**src/rtl/msi_msg_pkg.sv**
```systemverilog
package msi_msg_pkg;
  typedef struct packed {
    logic launch;
    logic drop;
  } msiStrobe_t;

  typedef enum logic {
    TRIG_EDGE  = 1'b0,
    TRIG_LEVEL = 1'b1
  } trigMode_e;
endpackage

```
**src/rtl/msi_ctrl.sv**
```systemverilog
module msi_ctrl
  import msi_msg_pkg::*;
(
  input  logic       clk,
  input  logic       rstN,
  input  logic       msiEn,
  input  logic       levelMode,
  input  logic       mask,
  input  logic       irqSrc,
  input  logic       reqReady,
  output logic       reqValid,
  output logic       pending,
  output logic       legacyIrq,
  output msiStrobe_t strobe
);
  logic srcQ;
  logic srcEvent;
  logic accept;
  logic want;

  always_comb begin
    if (trigMode_e'(levelMode) == TRIG_LEVEL) srcEvent = irqSrc ^ srcQ;
    else                                      srcEvent = irqSrc & ~srcQ;
    accept        = reqValid & reqReady;
    want          = srcEvent | pending;
    strobe.launch = msiEn & ~reqValid & ~mask & want;
    strobe.drop   = ~msiEn & (reqValid | pending);
    legacyIrq     = ~msiEn & irqSrc;
  end

  always_ff @(posedge clk) begin
    if (!rstN) begin
      srcQ     <= 1'b0;
      reqValid <= 1'b0;
      pending  <= 1'b0;
    end else begin
      srcQ <= irqSrc;
      if (!msiEn) begin
        reqValid <= 1'b0;
        pending  <= 1'b0;
      end else if (reqValid) begin
        if (accept)   reqValid <= 1'b0;
        if (srcEvent) pending  <= 1'b1;
      end else if (strobe.launch) begin
        reqValid <= 1'b1;
        pending  <= 1'b0;
      end else if (srcEvent) begin
        pending <= 1'b1;
      end
    end
  end

  // a masked idle vector never raises a request
  assert_mask_blocks_R7: assert property (@(posedge clk) disable iff (!rstN)
    (msiEn && mask && !reqValid) |=> !reqValid);

  // disabling clears both outstanding and pending state
  assert_disable_drops_R8: assert property (@(posedge clk) disable iff (!rstN)
    !msiEn |=> (!reqValid && !pending));

  // unmasked pending on idle port is drained in one clock
  assert_pending_drain_R7: assert property (@(posedge clk) disable iff (!rstN)
    (msiEn && !mask && pending && !reqValid) |=> (reqValid && !pending));

  // an accepted request with nothing pending leaves the port idle
  assert_single_send_R6: assert property (@(posedge clk) disable iff (!rstN)
    (msiEn && reqValid && reqReady && !pending && !srcEvent) |=> (!reqValid && !pending));
endmodule

```
**src/rtl/msi_dpath.sv**
```systemverilog
module msi_dpath
  import msi_msg_pkg::*;
#(
  parameter int ADDR_W = 32,
  parameter int DATA_W = 16
) (
  input  logic              clk,
  input  logic              rstN,
  input  msiStrobe_t        strobe,
  input  logic [ADDR_W-1:0] cfgAddr,
  input  logic [DATA_W-1:0] cfgData,
  input  logic              levelMode,
  input  logic              irqSrc,
  output logic [ADDR_W-1:0] reqAddr,
  output logic [DATA_W-1:0] reqData,
  output logic              reqLevel
);
  logic nextLevel;

  always_comb begin
    if (trigMode_e'(levelMode) == TRIG_LEVEL) nextLevel = irqSrc;
    else                                      nextLevel = 1'b1;
  end

  always_ff @(posedge clk) begin
    if (!rstN || strobe.drop) begin
      reqAddr  <= '0;
      reqData  <= '0;
      reqLevel <= 1'b0;
    end else if (strobe.launch) begin
      reqAddr  <= cfgAddr;
      reqData  <= cfgData;
      reqLevel <= nextLevel;
    end
  end

  // launch and drop are never requested together
  assert_strobe_excl_R5: assert property (@(posedge clk) disable iff (!rstN)
    !(strobe.launch && strobe.drop));
endmodule

```
**src/rtl/msi_msg_gen.sv**
```systemverilog
module msi_msg_gen
  import msi_msg_pkg::*;
#(
  parameter int ADDR_W = 32,
  parameter int DATA_W = 16
) (
  input  logic              clk,
  input  logic              rstN,
  input  logic              cfgMsiEn,
  input  logic              cfgLevelMode,
  input  logic              cfgMask,
  input  logic [ADDR_W-1:0] cfgAddr,
  input  logic [DATA_W-1:0] cfgData,
  input  logic              irqSrc,
  input  logic              reqReady,
  output logic              reqValid,
  output logic [ADDR_W-1:0] reqAddr,
  output logic [DATA_W-1:0] reqData,
  output logic              reqLevel,
  output logic              pendBit,
  output logic              legacyIrq,
  output logic              capAddr64,
  output logic [2:0]        capMultiMsg
);
  localparam logic [2:0] ONE_MSG = 3'b000;

  msiStrobe_t strobe;

  assign capAddr64   = 1'b0;
  assign capMultiMsg = ONE_MSG;

  msi_ctrl u_ctrl (
    .clk       (clk),
    .rstN      (rstN),
    .msiEn     (cfgMsiEn),
    .levelMode (cfgLevelMode),
    .mask      (cfgMask),
    .irqSrc    (irqSrc),
    .reqReady  (reqReady),
    .reqValid  (reqValid),
    .pending   (pendBit),
    .legacyIrq (legacyIrq),
    .strobe    (strobe)
  );

  msi_dpath #(.ADDR_W(ADDR_W), .DATA_W(DATA_W)) u_dpath (
    .clk       (clk),
    .rstN      (rstN),
    .strobe    (strobe),
    .cfgAddr   (cfgAddr),
    .cfgData   (cfgData),
    .levelMode (cfgLevelMode),
    .irqSrc    (irqSrc),
    .reqAddr   (reqAddr),
    .reqData   (reqData),
    .reqLevel  (reqLevel)
  );

  // an unaccepted request holds its contents
  assert_req_stable_R5: assert property (@(posedge clk) disable iff (!rstN)
    (cfgMsiEn && reqValid && !reqReady) |=>
      (!cfgMsiEn || (reqValid && $stable(reqAddr) && $stable(reqData) && $stable(reqLevel))));

  // level flag at launch follows the trigger mode
  assert_launch_level_R4: assert property (@(posedge clk) disable iff (!rstN)
    $rose(reqValid) |-> (reqLevel == ($past(cfgLevelMode) ? $past(irqSrc) : 1'b1)));

  // legacy pin silent while messages are enabled
  assert_legacy_quiet_R2: assert property (@(posedge clk) disable iff (!rstN)
    (cfgMsiEn && $past(cfgMsiEn)) |-> !legacyIrq);
endmodule

```
**config.mk**
```make
export PLATFORM = sky130hd
export DESIGN_NAME = msi_msg_gen
export DESIGN_NICKNAME = d
export VERILOG_FILES = /design/src/rtl/msi_msg_pkg.sv /design/src/rtl/msi_ctrl.sv /design/src/rtl/msi_dpath.sv /design/src/rtl/msi_msg_gen.sv
export SDC_FILE = /design/constraint.sdc
export NUM_CORES = 1
export LEC_CHECK = 0
export ABC_AREA = 1
export BUFFER_PORTS_ARGS = -buffer_cell sky130_fd_sc_hd__buf_2
export CORE_ASPECT_RATIO = 2
export CORE_UTILIZATION = 41
export CTS_BUF_LIST = sky130_fd_sc_hd__clkbuf_16
export CTS_CLUSTER_SIZE = 30
export DETAILED_ROUTE_END_ITERATION = 6
export PLACE_DENSITY_LB_ADDON = 0.12
export SLEW_MARGIN = 15
export SYNTH_ARGS = -nofsm -noshare
export SYNTH_HDL_FRONTEND = slang
export SYNTH_SLANG_ARGS = --single-unit
```
**constraint.sdc**
```tcl
create_clock -name clk -period 1.5 [get_ports clk]
set_clock_uncertainty 0.15 [all_clocks]
set_input_delay 0.15 -clock clk [delete_from_list [all_inputs] [get_ports clk]]
set_output_delay 0.15 -clock clk [all_outputs]
set_load 0.05 [all_outputs]
```
==> qor.tcl <==
set qor(cts-root-buf) {sky130_fd_sc_hd__clkbuf_16}
set qor(numPortBuffers) 106
set qor(floorplan.initialDensity_pct) 42.6
set qor(die_h_um) 109
set qor(avgRoutedWirePerCell_um) 14.2
set qor(final_min_period_over_clock_period_pct) 105
set qor(synth_compound_gate_area_share_pct) 10.5
set qor(synth.cell_area_mm2) 0.00233
set qor(p_seq_share_pct) 34.1
set qor(sw_frac_of_total_pct) 32.5
set qor(ioPinCount) 111
set qor(grtUsageTotal_pct) 17.9
set qor(post-cts-setup-buffer-count) 0
set qor(p_int_w) 0.00314
set qor(setup_violations) 23
set qor(die-width_um) 55.3
set qor(cts.sinks) 52
set qor(hold_path.class) {primary input to register}
set qor(dp.cells) 453
set qor(number_of_diodes) 0
set qor(critPathRequiredTime_ps) 1580
set qor(clk_pin_slew_ps) 70
set qor(p_leak_nw) 1.77
set qor(route.final.wire_length_um) 6800
set qor(clk_latency_ps) 290
set qor(pwr-share-clk_pct) 34.9
set qor(timing.max_cap.violations) 0
set qor(cts_buffers) 5
set qor(ff2ff_setup_slack_ps) -70
set qor(status) {finished, violations left}
set qor(hpwl_um) 3750
set qor(report.final.slew_viol_count) 0
set qor(ctsLongestPathBuffers) 2
set qor(rsz0062_at_grt) {true}
set qor(yosys_warnings) 0
set qor(drc) 0
set qor(timing.critical_path.from_type) {register}
set qor(grt-ovfl-total) 0
set qor(first_pass_grt_wire_length_um) 8650
set qor(failed_checks) {negative setup slack}
set qor(synth_sequential_area_ratio_pct) 44.7
set qor(antenna_found_initial) 0
set qor(core-area_mm2) 0.00547
set qor(gpl.final_weighted_congestion) 0.757
set qor(finalNetCount) 473
set qor(synth_top_family_by_area) {simple AND/OR/NAND/NOR gates}
set qor(fp-row-count) 38
set qor(total_power_w) 0.00466
set qor(end_kind) {register}
set qor(post_synth_and_or_nand_nor_area_fraction_pct) 34.6
set qor(max_freq_ghz) 0.636
set qor(critical_path_class) {register to register}
set qor(biggest_fanout_along_the_worst_timing_path) 6
set qor(die_area_mm2) 0.00600
set qor(share_of_the_synthesized_netlist_area_taken_by_xor_and_xnor_gates_pct) 0
set qor(detail_routed_via_count_per_cell) 4.94
set qor(power_frac_comb_pct) 31.0
set qor(yosys.area_share.adder_pct) 0.537
set qor(final_cell_count_no_fill) 478
set qor(netSwitchingPower_w) 0.00151
set qor(tritoncts) {built}
set qor(synth.ff_latch_count) 52
set qor(syn_to_final_growth_pct) 53.7
set qor(synth.mux.area_fraction_pct) 0
set qor(final_period_demand_of_the_worst_path_ps) 1570
set qor(max-vdd-ir-drop_uv) 1280
set qor(ctsHtreeMaxLevel) 2
set qor(drive_above_1_share_pct) 41.1
set qor(syn-mean-instance-area_um2) 7.68
set qor(drt_iter0_markers) 85
set qor(detail-route-antenna-nets) 0
set qor(worst_ep_arrival_time_ps) 1650
set qor(netlist_instances) 303
set qor(firstDrtPassIters) 4
set qor(grt_max_degree) 53
set qor(final-hold-violation-count) 0
set qor(setup_ws_ps) -72.2
set qor(first_global_vias) 1984
set qor(netlist-cell-type-count) 18
set qor(power.density_cell_area_mw_per_mm2) 1300
set qor(dr_total_vias) 2360
## timing repair
| item | 4_1_cts | 5_1_grt |
|---|---|---|
| hold endpoints to repair | 3 | 0 |
| pin swaps | 3 | 4 |
| endpoints found under the setup margin | 35 | 50 |
| resized for setup | 1 | 35 |
| hold buffers | 3 | 0 |
| cloned | 0 | 14 |
## cells in the final DEF (no fill, tap or decap)
master	netlist	layout
sky130_fd_sc_hd__buf_6	5	7
sky130_fd_sc_hd__nor2_1	53	53
sky130_fd_sc_hd__dfxtp_2	0	3
sky130_fd_sc_hd__a21oi_4	0	4
sky130_fd_sc_hd__a21oi_2	0	15
sky130_fd_sc_hd__ha_4	0	1
sky130_fd_sc_hd__buf_4	8	3
sky130_fd_sc_hd__nor3b_1	1	1
sky130_fd_sc_hd__a21oi_1	49	30
sky130_fd_sc_hd__nand3_4	0	3
sky130_fd_sc_hd__nand3_1	1	1
sky130_fd_sc_hd__buf_12	0	7
sky130_fd_sc_hd__nand3b_1	47	47
sky130_fd_sc_hd__bufinv_16	0	3
sky130_fd_sc_hd__dfxtp_1	52	49
sky130_fd_sc_hd__buf_2	9	106
sky130_fd_sc_hd__nand2_2	0	3
sky130_fd_sc_hd__clkbuf_16	0	11
sky130_fd_sc_hd__conb_1	1	4
sky130_fd_sc_hd__nor3b_4	0	1
sky130_fd_sc_hd__dlygate4sd3_1	0	3
sky130_fd_sc_hd__nand2_1	58	53
sky130_fd_sc_hd__inv_2	1	3
sky130_fd_sc_hd__nand2_4	0	2
sky130_fd_sc_hd__inv_1	7	5
## stage by stage
| stage | setup slack (ps) | TNS, ps | hold slack [ps] | utilization, % | instance area, µm² |
|---|---|---|---|---|---|
| after global placement | -11.4 | -157 | 226 | 53.8 | 2940 |
| after global routing | -185 | -4680 | 24.7 | 65.5 | 3580 |
| final | -72.2 | -608 | 9.03 | 65.5 | 3580 |
| after floorplan | -4.88 | -97.6 | 93.5 | - | 2340 |
| after detailed placement | -21.1 | -251 | 221 | 53.8 | 2940 |
| after CTS | -13.2 | -141 | 4.95 | 58.4 | 3190 |
## flip-flops by register name (all words and copies together) (netlist names)
register and flops:
u_ctrl.srcQ 1, u_ctrl.reqValid 1, u_ctrl.pending 1, u_dpath.reqLevel 1
u_dpath.reqAddr 32, u_dpath.reqData 16
## logic make-up (layout without fill, tap and decap cells)
logic type               count (synthesis)  count (layout)
adder cells (fa/ha/maj)                  1               1
flip-flops                              52              52
other                                    1               4
buffers and inverters                   38             148
AND/OR/NAND/NOR                        162             164
AO/OA/AOI/OAI                           49              49
## cell usage after synthesis
library cell	count	share of area, %
sky130_fd_sc_hd__a21oi_1	49	11
sky130_fd_sc_hd__buf_1	1	0.16
sky130_fd_sc_hd__buf_2	9	1.9
sky130_fd_sc_hd__buf_4	8	2.6
sky130_fd_sc_hd__buf_6	5	2.4
sky130_fd_sc_hd__clkbuf_1	7	1.1
sky130_fd_sc_hd__conb_1	1	0.16
sky130_fd_sc_hd__dfxtp_1	52	45
sky130_fd_sc_hd__ha_1	1	0.54
sky130_fd_sc_hd__inv_1	7	1.1
sky130_fd_sc_hd__inv_2	1	0.16
sky130_fd_sc_hd__nand2_1	58	9.3
sky130_fd_sc_hd__nand3_1	1	0.21
sky130_fd_sc_hd__nand3_2	1	0.43
sky130_fd_sc_hd__nand3b_1	47	15
sky130_fd_sc_hd__nor2_1	53	8.5
sky130_fd_sc_hd__nor3b_1	1	0.32
sky130_fd_sc_hd__nor3b_2	1	0.54
## worst paths after layout
kind / endpoint / startpoint / cells after the start
hold / removal: u_dpath.reqData[12]$_SDFFE_PP0P_ / cfgData[12] / 4
setup / recovery: u_dpath.reqAddr[19]$_SDFFE_PP0P_ / u_ctrl.srcQ$_SDFF_PN0_ / 9
hold reg to reg: u_dpath.reqAddr[23]$_SDFFE_PP0P_ / u_dpath.reqAddr[23]$_SDFFE_PP0P_ / 2
setup reg to reg: u_dpath.reqAddr[19]$_SDFFE_PP0P_ / u_ctrl.srcQ$_SDFF_PN0_ / 9
## cell type report
type | count | area (µm²)
multi-input combinational | 218 | 1260
timing repair buffer | 132 | 952
inverter | 8 | 30.0
fill | 487 | 1890
sequential | 52 | 1040
clock inverter | 3 | 90.1
tap | 60 | 75.1
clock buffer | 5 | 125
## power by group through the flow
stage	Combinational [W]	Clock [W]	Sequential, W
4_1_cts	0.00120	0.00166	0.00158
3_5_place_dp	0.00119	0	0.00161
2_1_floorplan	0.000448	0	0.00205
6_report	0.00145	0.00162	0.00159
3_3_place_gp	0.00118	0	0.00160
5_1_grt	0.00154	0.00170	0.00160
## worst max-delay path, cell delays in order (launching register included)
cell and delay [ps]:
sky130_fd_sc_hd__dfxtp_2 320, sky130_fd_sc_hd__inv_2 40, sky130_fd_sc_hd__ha_4 240, sky130_fd_sc_hd__inv_2 30, sky130_fd_sc_hd__nand2_4 100, sky130_fd_sc_hd__nand3_4 170
sky130_fd_sc_hd__clkbuf_16 220, sky130_fd_sc_hd__nand3b_1 90, sky130_fd_sc_hd__nand2_1 60, sky130_fd_sc_hd__nor2_1 90
## routing by layer
metal  share of wire (%)  wire, µm  track usage (%)
met5                   0         0                0
met1                  36      2480             18.2
met3                 4.6       311             5.02
met2                  58      3930             33.9
met4                 1.1        77             6.43
Note: power is estimated with default switching activity, not from simulation.
